File: src/rtl/pit_pkg.sv
package pit_pkg;

   typedef enum logic [2:0] {
      MD_TERM     = 3'd0,
      MD_ONESHOT  = 3'd1,
      MD_RATE     = 3'd2,
      MD_SQUARE   = 3'd3,
      MD_SWSTROBE = 3'd4,
      MD_HWSTROBE = 3'd5
   } md_e;

   // Codes 6 and 7 fold onto the rate and square modes.
   function automatic md_e fold_mode(input logic [2:0] code);
      md_e r;
      case (code)
         3'd6:    r = MD_RATE;
         3'd7:    r = MD_SQUARE;
         default: r = md_e'(code);
      endcase
      return r;
   endfunction

   function automatic logic gate_restarts(input md_e m);
      return (m == MD_ONESHOT) || (m == MD_RATE) ||
             (m == MD_SQUARE)  || (m == MD_HWSTROBE);
   endfunction

   function automatic logic gate_suspends(input md_e m);
      return (m == MD_TERM) || (m == MD_RATE) ||
             (m == MD_SQUARE) || (m == MD_SWSTROBE);
   endfunction

endpackage

File: src/rtl/pit_ctrl.sv
module pit_ctrl
   import pit_pkg::*;
#(
   parameter int CW = 16
) (
   input  logic          clk,
   input  logic          rst_n,
   input  logic          tick_en,
   input  logic          gate,
   input  logic [2:0]    mode_in,
   input  logic [CW-1:0] reload_in,
   input  logic          load,
   output md_e           mode_q,
   output logic [CW:0]   n_q,
   output logic [CW:0]   n_next,
   output logic          restart,
   output logic          advance
);
   localparam logic [CW:0] FULL = {1'b1, {CW{1'b0}}};

   logic gate_q;
   logic gate_rise;

   assign gate_rise = gate & ~gate_q;
   assign n_next    = load ? ((reload_in == '0) ? FULL : {1'b0, reload_in}) : n_q;
   assign restart   = load | (gate_rise & gate_restarts(mode_q));
   assign advance   = ~restart & tick_en & ~(gate_suspends(mode_q) & ~gate);

   always_ff @(posedge clk) begin
      if (!rst_n) begin
         gate_q <= 1'b0;
         mode_q <= MD_TERM;
         n_q    <= FULL;
      end else begin
         gate_q <= gate;
         if (load) begin
            mode_q <= fold_mode(mode_in);
            n_q    <= n_next;
         end
      end
   end
endmodule

File: src/rtl/pit_phase.sv
module pit_phase #(
   parameter int CW   = 16,
   parameter int STEP = 1
) (
   input  logic        clk,
   input  logic        rst_n,
   input  logic        restart,
   input  logic        advance,
   input  logic [CW:0] modulus,
   output logic [CW:0] phase
);
   logic [CW:0] nxt;

   initial begin
      if (STEP < 1 || STEP > 2) $fatal(1, "pit_phase: STEP must be 1 or 2");
   end

   generate
      if (STEP == 1) begin : g_unit
         always_comb begin
            nxt = phase + (CW+1)'(1);
            if (nxt >= modulus) nxt = '0;
         end
      end else begin : g_double
         logic [CW:0] part;
         always_comb begin
            part = phase + (CW+1)'(2);
            if (part >= modulus) part = part - modulus;
            nxt = (part >= modulus) ? (part - modulus) : part;
         end
      end
   endgenerate

   always_ff @(posedge clk) begin
      if (!rst_n)       phase <= '0;
      else if (restart) phase <= '0;
      else if (advance) phase <= nxt;
   end
endmodule

File: src/rtl/pit_term.sv
module pit_term #(
   parameter int CW = 16
) (
   input  logic          clk,
   input  logic          rst_n,
   input  logic          restart,
   input  logic          advance,
   input  logic [CW:0]   n_next,
   output logic [CW-1:0] cnt,
   output logic          reached,
   output logic          at_term,
   output logic          started
);
   localparam logic [CW:0] FULL = {1'b1, {CW{1'b0}}};

   logic [CW:0] rem;
   logic        past;

   assign reached = (rem == '0);
   assign at_term = reached & ~past;

   always_ff @(posedge clk) begin
      if (!rst_n) begin
         cnt     <= FULL[CW-1:0];
         rem     <= FULL;
         past    <= 1'b0;
         started <= 1'b0;
      end else if (restart) begin
         cnt     <= n_next[CW-1:0];
         rem     <= n_next;
         past    <= 1'b0;
         started <= 1'b0;
      end else if (advance) begin
         cnt     <= cnt - CW'(1);
         started <= 1'b1;
         if (rem != '0) rem  <= rem - (CW+1)'(1);
         else           past <= 1'b1;
      end
   end
endmodule

File: src/rtl/pit_outsel.sv
module pit_outsel
   import pit_pkg::*;
#(
   parameter int CW = 16
) (
   input  md_e           mode,
   input  logic [CW:0]   n,
   input  logic [CW-1:0] cnt,
   input  logic [CW:0]   ph,
   input  logic [CW:0]   ph2,
   input  logic          reached,
   input  logic          at_term,
   input  logic          started,
   output logic          out_o,
   output logic [CW-1:0] count_o
);
   logic [CW:0] half;

   // Rounded-up half period: ceil(n / 2).
   assign half = (n >> 1) + {{CW{1'b0}}, n[0]};

   always_comb begin
      out_o   = 1'b0;
      count_o = cnt;
      case (mode)
         MD_TERM, MD_ONESHOT: begin
            out_o   = reached;
            count_o = cnt;
         end
         MD_RATE: begin
            out_o   = started && (ph == '0);
            count_o = CW'(n - ph);
         end
         MD_SQUARE: begin
            out_o   = (ph < half);
            count_o = CW'(n - ph2);
         end
         default: begin
            out_o   = at_term;
            count_o = cnt;
         end
      endcase
   end
endmodule

File: src/rtl/pit_channel.sv
module pit_channel
   import pit_pkg::*;
#(
   parameter int CW = 16
) (
   input  logic          clk,
   input  logic          rst_n,
   input  logic          tick_en,
   input  logic          gate,
   input  logic [2:0]    mode_sel,
   input  logic [CW-1:0] reload,
   input  logic          load,
   output logic          out,
   output logic [CW-1:0] count
);
   initial begin
      if (CW < 2 || CW > 30) $fatal(1, "pit_channel: CW out of range");
   end

   md_e         mode_q;
   logic [CW:0] n_q;
   logic [CW:0] n_next;
   logic        restart;
   logic        advance;
   logic [CW:0] ph;
   logic [CW:0] ph2;
   logic [CW-1:0] cnt;
   logic        reached;
   logic        at_term;
   logic        started;

   pit_ctrl #(.CW(CW)) u_ctrl (
      .clk, .rst_n, .tick_en, .gate,
      .mode_in(mode_sel), .reload_in(reload), .load,
      .mode_q, .n_q, .n_next, .restart, .advance
   );

   // Elapsed modulo period, and twice elapsed modulo period.
   pit_phase #(.CW(CW), .STEP(1)) u_phase1 (
      .clk, .rst_n, .restart, .advance, .modulus(n_q), .phase(ph)
   );
   pit_phase #(.CW(CW), .STEP(2)) u_phase2 (
      .clk, .rst_n, .restart, .advance, .modulus(n_q), .phase(ph2)
   );

   pit_term #(.CW(CW)) u_term (
      .clk, .rst_n, .restart, .advance, .n_next,
      .cnt, .reached, .at_term, .started
   );

   pit_outsel #(.CW(CW)) u_outsel (
      .mode(mode_q), .n(n_q), .cnt, .ph, .ph2,
      .reached, .at_term, .started,
      .out_o(out), .count_o(count)
   );
endmodule

File: config.mk
export PLATFORM = sky130hd
export DESIGN_NAME = pit_channel
export DESIGN_NICKNAME = d
export VERILOG_FILES = /design/src/rtl/pit_pkg.sv /design/src/rtl/pit_ctrl.sv /design/src/rtl/pit_phase.sv /design/src/rtl/pit_term.sv /design/src/rtl/pit_outsel.sv /design/src/rtl/pit_channel.sv
export SDC_FILE = /design/constraint.sdc
export NUM_CORES = 1
export LEC_CHECK = 0
export BUFFER_PORTS_ARGS = -buffer_cell sky130_fd_sc_hd__buf_2
export CAP_MARGIN = 20
export CORE_MARGIN = 5
export CORE_UTILIZATION = 40
export DETAILED_ROUTE_END_ITERATION = 8
export PLACE_DENSITY_LB_ADDON = 0.1
export SLEW_MARGIN = 20
export SYNTH_ARGS = -nofsm -noshare
export SYNTH_HDL_FRONTEND = slang
export SYNTH_SLANG_ARGS = --single-unit
File: constraint.sdc
create_clock -name clk -period 5.76 [get_ports clk]
set_clock_uncertainty 0.05 [all_clocks]
set_input_delay 0 -clock clk [delete_from_list [all_inputs] [get_ports clk]]
set_output_delay 0 -clock clk [all_outputs]
set_load 0.005 [all_outputs]
== Word level (Yosys, flattened, before mapping) ==
Cells that the tools add are included.
Storage, ports and cells
  bits in registers: 90
  bits in latches: 0
  memory bits (writable): 0
  ROM bits: 0
  input port bits: 24
  memories kept: 0
Operators by class
  $add $sub $neg: 9
  multipliers: 0
  divide/modulo/power cells: 0
  $lt $le $gt $ge: 4
  equal/unequal tests: 7
  shifts and indexed selects: 0
  mux-type cells: 13
  bitwise logic cells: 14
  reduce and logical (&&, ||, !) cells: 18
Operator list (number)
  two-way mux 17 bit: 8
  >= comparator 17 bit: 3
  logical NOT 17 bit: 2
  subtractor 17 bit: 2
  two-way mux 16 bit: 2
  one-hot mux 16 bit (2 select lines): 1
  subtractor 16 bit: 2
  adder 16 x 1 -> 17 bit: 1
  adder 17 x 1 -> 17 bit (second input constant): 1
  adder 17 x 2 -> 17 bit (second input constant): 1
  < comparator 17 bit: 1
  nonzero test 17 bit: 1
  subtractor 17 x 1 -> 17 bit (second input constant): 1
  logical NOT 16 bit: 1
  subtractor 16 x 1 -> 16 bit (second input constant): 1
  equality test 3 bit (second input constant): 4
  inverter 1 bit: 7
  bitwise AND 1 bit: 6
  equality test 3 x 2 -> 1 bit (second input constant): 2
  logical OR 1 bit: 6
  one-hot mux 3 bit (2 select lines): 1
  AND reduction 2 bit: 2
  nonzero test 2 bit: 2
  OR reduction 2 bit: 2
  other kinds (5): 5

== Longest topological paths before layout ==
  depth in word-level cells: 11
  gate-level depth with buffers: 24

== Cells and area by module ==
A second synthesis with hierarchy kept.
Second synthesis, totals
  cells, all modules: 1110
  area, all modules: 9048.7 um^2
Modules (own cells, without submodules)
  pit_phase (u_phase2): instances 1, cells an instance 389, area an instance 2941.6 um^2
  pit_term: instances 1, cells an instance 223, area an instance 1880.6 um^2
  pit_outsel: instances 1, cells an instance 245, area an instance 1788.0 um^2
  pit_phase (u_phase1): instances 1, cells an instance 171, area an instance 1475.2 um^2
  pit_ctrl: instances 1, cells an instance 82, area an instance 963.4 um^2

== Worst setup path before layout ==
No wires, ideal clock.
  path kind: reg2reg
  from: register u_phase2.phase[1]
  to: register u_phase2.phase[13]
  library setup time: 74 ps
  arrival time: 5090 ps
  required time: 5636 ps
  slack: 546 ps
  cell stages (with the launch flop): 22
  path buffers: 2
  clock period less this slack: 5214 ps
  cell sequence: dfxtp_1 > ha_1 > nand4_1 > nor3_1 > xor2_1 > ha_1 > and3_1 > and2_1 > a311oi_1 > a21boi_1 > nor2_1 > mux2_2 > ha_1 > and2_1 > and3_1 > and2_1 > a311oi_1 > a31o_2 > clkbuf_1 > clkbuf_1 > o211ai_1 > a31oi_1
Between the ends
  word-level cells in the longest chain between the ends: 5
  elaborated cells on any way between the ends: 7
  those cells by class: 3 x add/sub; 2 x order compare; 2 x mux
Ends and longest elaborated chain
  start, declared: line pit_phase.sv:10  | output logic [CW:0] phase
  start signal, assigned: line pit_phase.sv:37  | else if (advance) phase <= nxt;
  adder 17 x 2 -> 17 bit *: line pit_phase.sv:27  | part = phase + (CW+1)'(2);
  subtractor 17 bit or >= comparator 17 bit (tied branches): line pit_phase.sv:28  | if (part >= modulus) part = part - modulus;
  two-way mux 17 bit *: line pit_phase.sv:28
  subtractor 17 bit or >= comparator 17 bit (tied branches): line pit_phase.sv:29  | nxt = (part >= modulus) ? (part - modulus) : part;
  two-way mux 17 bit *: line pit_phase.sv:29
Mark *: on every way between the ends. The rest lies on a longest branch, timed or not.
A chain may end at the register's enable or synchronous reset.

== Final worst setup path ==
  from: register u_phase2.phase[7]
  to: register u_phase2.phase[11]
The elaborated chain is that of the path after synthesis.

==> results.md <==
- Synthesis-to-finish area growth: 12.81%
- Initial antenna violation count: 0
- Vias per cell: between 5 and 6
- Diode count: 0
- Vias: 8508
- Number of max-cap violations: 0
- Largest delay share family, worst path: compound AO/OA/AOI/OAI gates
- PortBufs: 40
- Crit-path cells: nand4_1 -> nor3_1 -> xnor2_1 -> inv_1 -> ha_1 -> a21o_1 -> a211o_1 -> or3_1 -> a21boi_2 -> buf_4 -> o21ai_0 -> and2_1 -> ha_1 -> nor2b_1 -> o2111ai_1 -> a31oi_2 -> o211ai_1 -> a31oi_2 -> buf_4 -> a32oi_1 -> a21bo_2
- Final worst path period share: 94.00%
- Sw frac: 38.18%
- Worst Setup Slack post-DPL: approximately 180 ps
- Drt initial violations: 687
- Slew Limit Fails: 0
- H-Tree Level Count: 3
- Clock power frac: 30.3%
- Hold Fails Final Rpt: 0
- Synth Area in Simple Gates: 24.14%
- Worst-margin pin slew: 944.7 ps
- Row count: 53
- Post-synth EDFFs: 0
- Die area: around 24000 µm²
- Final GP Congestion: 0.9573
- Nets: 1293
- CP Capture Type: flop
- Final instance area: between 9000 and 10000 µm²
- Util after Layout: 45.70%
- Post-route minimum period: 5414 ps
- Bufs on Longest Clock Path: 2
- Synthesized Nets: 1245
- Met3 Use GR: 2.829%
- Core footprint: 20960 µm²
- CTS buffer count: 9
- Pwr per Cell Area: 212.1 nW/µm²
- Asr flop ratio synth: 0%
- Largest net degree at the start of global routing: 54
- Worst Path Buf+Inv: 3
- 1st-pass router iterations: 5
- DP HPWL: 22480 µm
- Detailed Route WL: 28630 µm
- # setup viols final: 0
- XOR/XNOR Fraction of Synth Area: 10.94%
- Slew HR: 36.19%
- Crit path kind: reg2reg
- Worst Path Required: 5970 ps
- Multiplexer share of the synthesized area: 2.270%
- Power Internal: 0.001255 W
- Most used routing layer: met2
- Logic pwr share: between 30 and 40%
- CP Launch Type: flop
- FF+latch count, synth: 90
- Final Total Pwr: 0.002031 W
- First-pass GRT wire length: between 40000 and 50000 µm
- Commonest non-fill, non-tap cells in the layout: nand2_1 (105), dfxtp_1 (90), o21ai_0 (89), ha_1 (89), nor2_1 (88)
- Clk sinks: 90
- Hold WC Path Type: in2reg
- CTS tree: built
- Remaining Overflow, GRT: 0
- Outcome: finished, final reports clean
- I/O pin cnt: 41
- Clk Latency, worst-skew pair: 370 ps
- Met2 Use GR: 39.03%
- Die span in x: 155.7 µm
- Critical path data arrival time: around 5600 ps
- Mapped Area: ~8500 µm²
- Vias in the first global route: 7998
- Seq/Total Area, Yosys: 21.22%
- Post-Synth Adder-Cell Area: roughly 14%
- Synth unique cells: 67
- CTS root buf: clkbuf_16
- Syn Inst Count: 1129
- YS warnings: 0
- Max frequency: ~180 MHz
- Max IR drop VDD: between 0.1 and 0.15 mV
- Die Ht: ~160 µm
- DRC viols: 0
- Wirelength per Cell: 19.65 µm
- Worst-path clk slew: 70 ps
- Mean post-synth cell area: 7.519 µm²
- Synth Area in Compound Gates: between 20% and 30%
- Share of layout cells above drive strength 1: 9.475%
- Top_reg_cell synth: dfxtp_1
- GR Util All Layers: 23.45%
- Largest stage delay on the critical path: about 450 ps
- Slowest-stage cell, CP: dfxtp_1
- Largest family of logic cells by synthesized area: simple AND/OR/NAND/NOR gates
- Commonest non-fill, non-tap cell in the layout: nand2_1
- ANT nets after route: 0
- Post-DP Area: 9057 µm²
- Met1 GRT Util: 31.98%
- Flop pwr share: 34.1%
- Psw: around 0.00078 W
- Static leakage: 4.083 nW
- Starting Density: about 41%
- Maximum fanout along the worst path: 11
- Fin worst setup slack: 345.6 ps
## per-stage QoR
| step | hold slack [ps] | TNS, ps | cells |
|---|---|---|---|
| after floorplan | 84.52 | 0 | 1129 |
| after global placement | 213.1 | 0 | 1425 |
| after detailed placement | 225.8 | 0 | 1425 |
| after CTS | 2.995 | 0 | 1457 |
| after global routing | 43.21 | -41.85 | 1457 |
| final | 16.35 | 0 | 1457 |
## worst paths after layout
kind | startpoint | to | slack (ps) | cells after the start
worst max-delay path | u_phase2.phase[7] | u_phase2.phase[11] | 350 | 21
worst min-delay path | reload[8] | u_ctrl.n_q[8] | 20 | 4
worst max register to register | u_phase2.phase[7] | u_phase2.phase[11] | 350 | 21
worst min register to register | u_term.past | u_term.past | 430 | 2
## power groups by stage
stage / combinational [W] / clock [W] / sequential [W]
6_report: 0.000723 / 0.000616 / 0.000691
5_1_grt: 0.000793 / 0.000659 / 0.000696
4_1_cts: 0.000708 / 0.000631 / 0.000691
3_5_place_dp: 0.000696 / 0 / 0.000705
3_3_place_gp: 0.000698 / 0 / 0.000705
2_1_floorplan: 0.000494 / 0 / 0.000694
## synthesized netlist by cell type (all sizes together) (6+ instances only)
cell type / count / area (µm²)
nand2: 105 / 394.1
dfxtp: 90 / 1802
o21ai: 90 / 450.4
ha: 89 / 1114
nor2: 88 / 330.3
a21oi: 85 / 425.4
xnor2: 64 / 560.5
inv: 50 / 187.7
xor2: 42 / 367.9
nand3: 39 / 200.2
clkbuf: 38 / 142.6
nor3: 35 / 175.2
and2: 26 / 162.7
a21o: 23 / 172.7
nor4: 23 / 150.1
o211ai: 23 / 172.7
mux2i: 17 / 170.2
nand2b: 16 / 100.1
nand4: 16 / 100.1
a31oi: 15 / 93.84
and3: 14 / 87.58
nor2b: 13 / 81.33
o21a: 12 / 90.09
or3: 9 / 57.56
o22ai: 8 / 50.05
or2: 8 / 50.05
nor3b: 6 / 45.04
## registers in the layout, indices dropped and copies added, names as in the netlist
| name | count |
|---|---|
| u_ctrl.mode_q | 3 |
| u_term.cnt | 16 |
| u_term.rem | 17 |
| u_ctrl.n_q | 17 |
| u_phase2.phase | 17 |
| u_phase1.phase | 17 |
| u_term.started | 1 |
| u_ctrl.gate_q | 1 |
| u_term.past | 1 |
## per-layer routing
| layer | vias to the layer above | wire length [µm] |
|---|---|---|
| met5 | - | 0 |
| met4 | 0 | 806 |
| met3 | 49 | 1474 |
| met2 | 230 | 13080 |
| met1 | 4033 | 13270 |
| li1 | 4196 | - |
## area by class of cell
type	count	area (µm²)
inverters	50	187.7
multi-input cells	946	6401
well taps	275	344.1
clock inverters	7	76.32
flip-flops and latches	90	1802
fillers	2231	11380
repair buffers	80	540.5
clock buffers	9	225.2
## cells by family (layout without fill, tap and decap cells)
kind of cell,after synthesis,after routing
and+or+nand+nor,410,410
AOI/OAI and AO/OA,319,319
xor gates and xnor gates,106,106
buffers and inverters,93,146
adders and majority gates,92,92
DFF,90,90
muxes,19,19
## worst min-delay path: cells and delay by family
family | cells | cell delay, ps
and+or+nand+nor | 2 | 200
buffers and inverters | 1 | 100
AOI/OAI and AO/OA | 1 | 100
## timing repair
item,in CTS,in global routing
resized for setup,0,11
endpoints found under the setup margin,0,17
buffers inserted,0,0
endpoints found under the hold margin,16,0
hold buffers,16,0
Power figures use the tool's default switching activity.
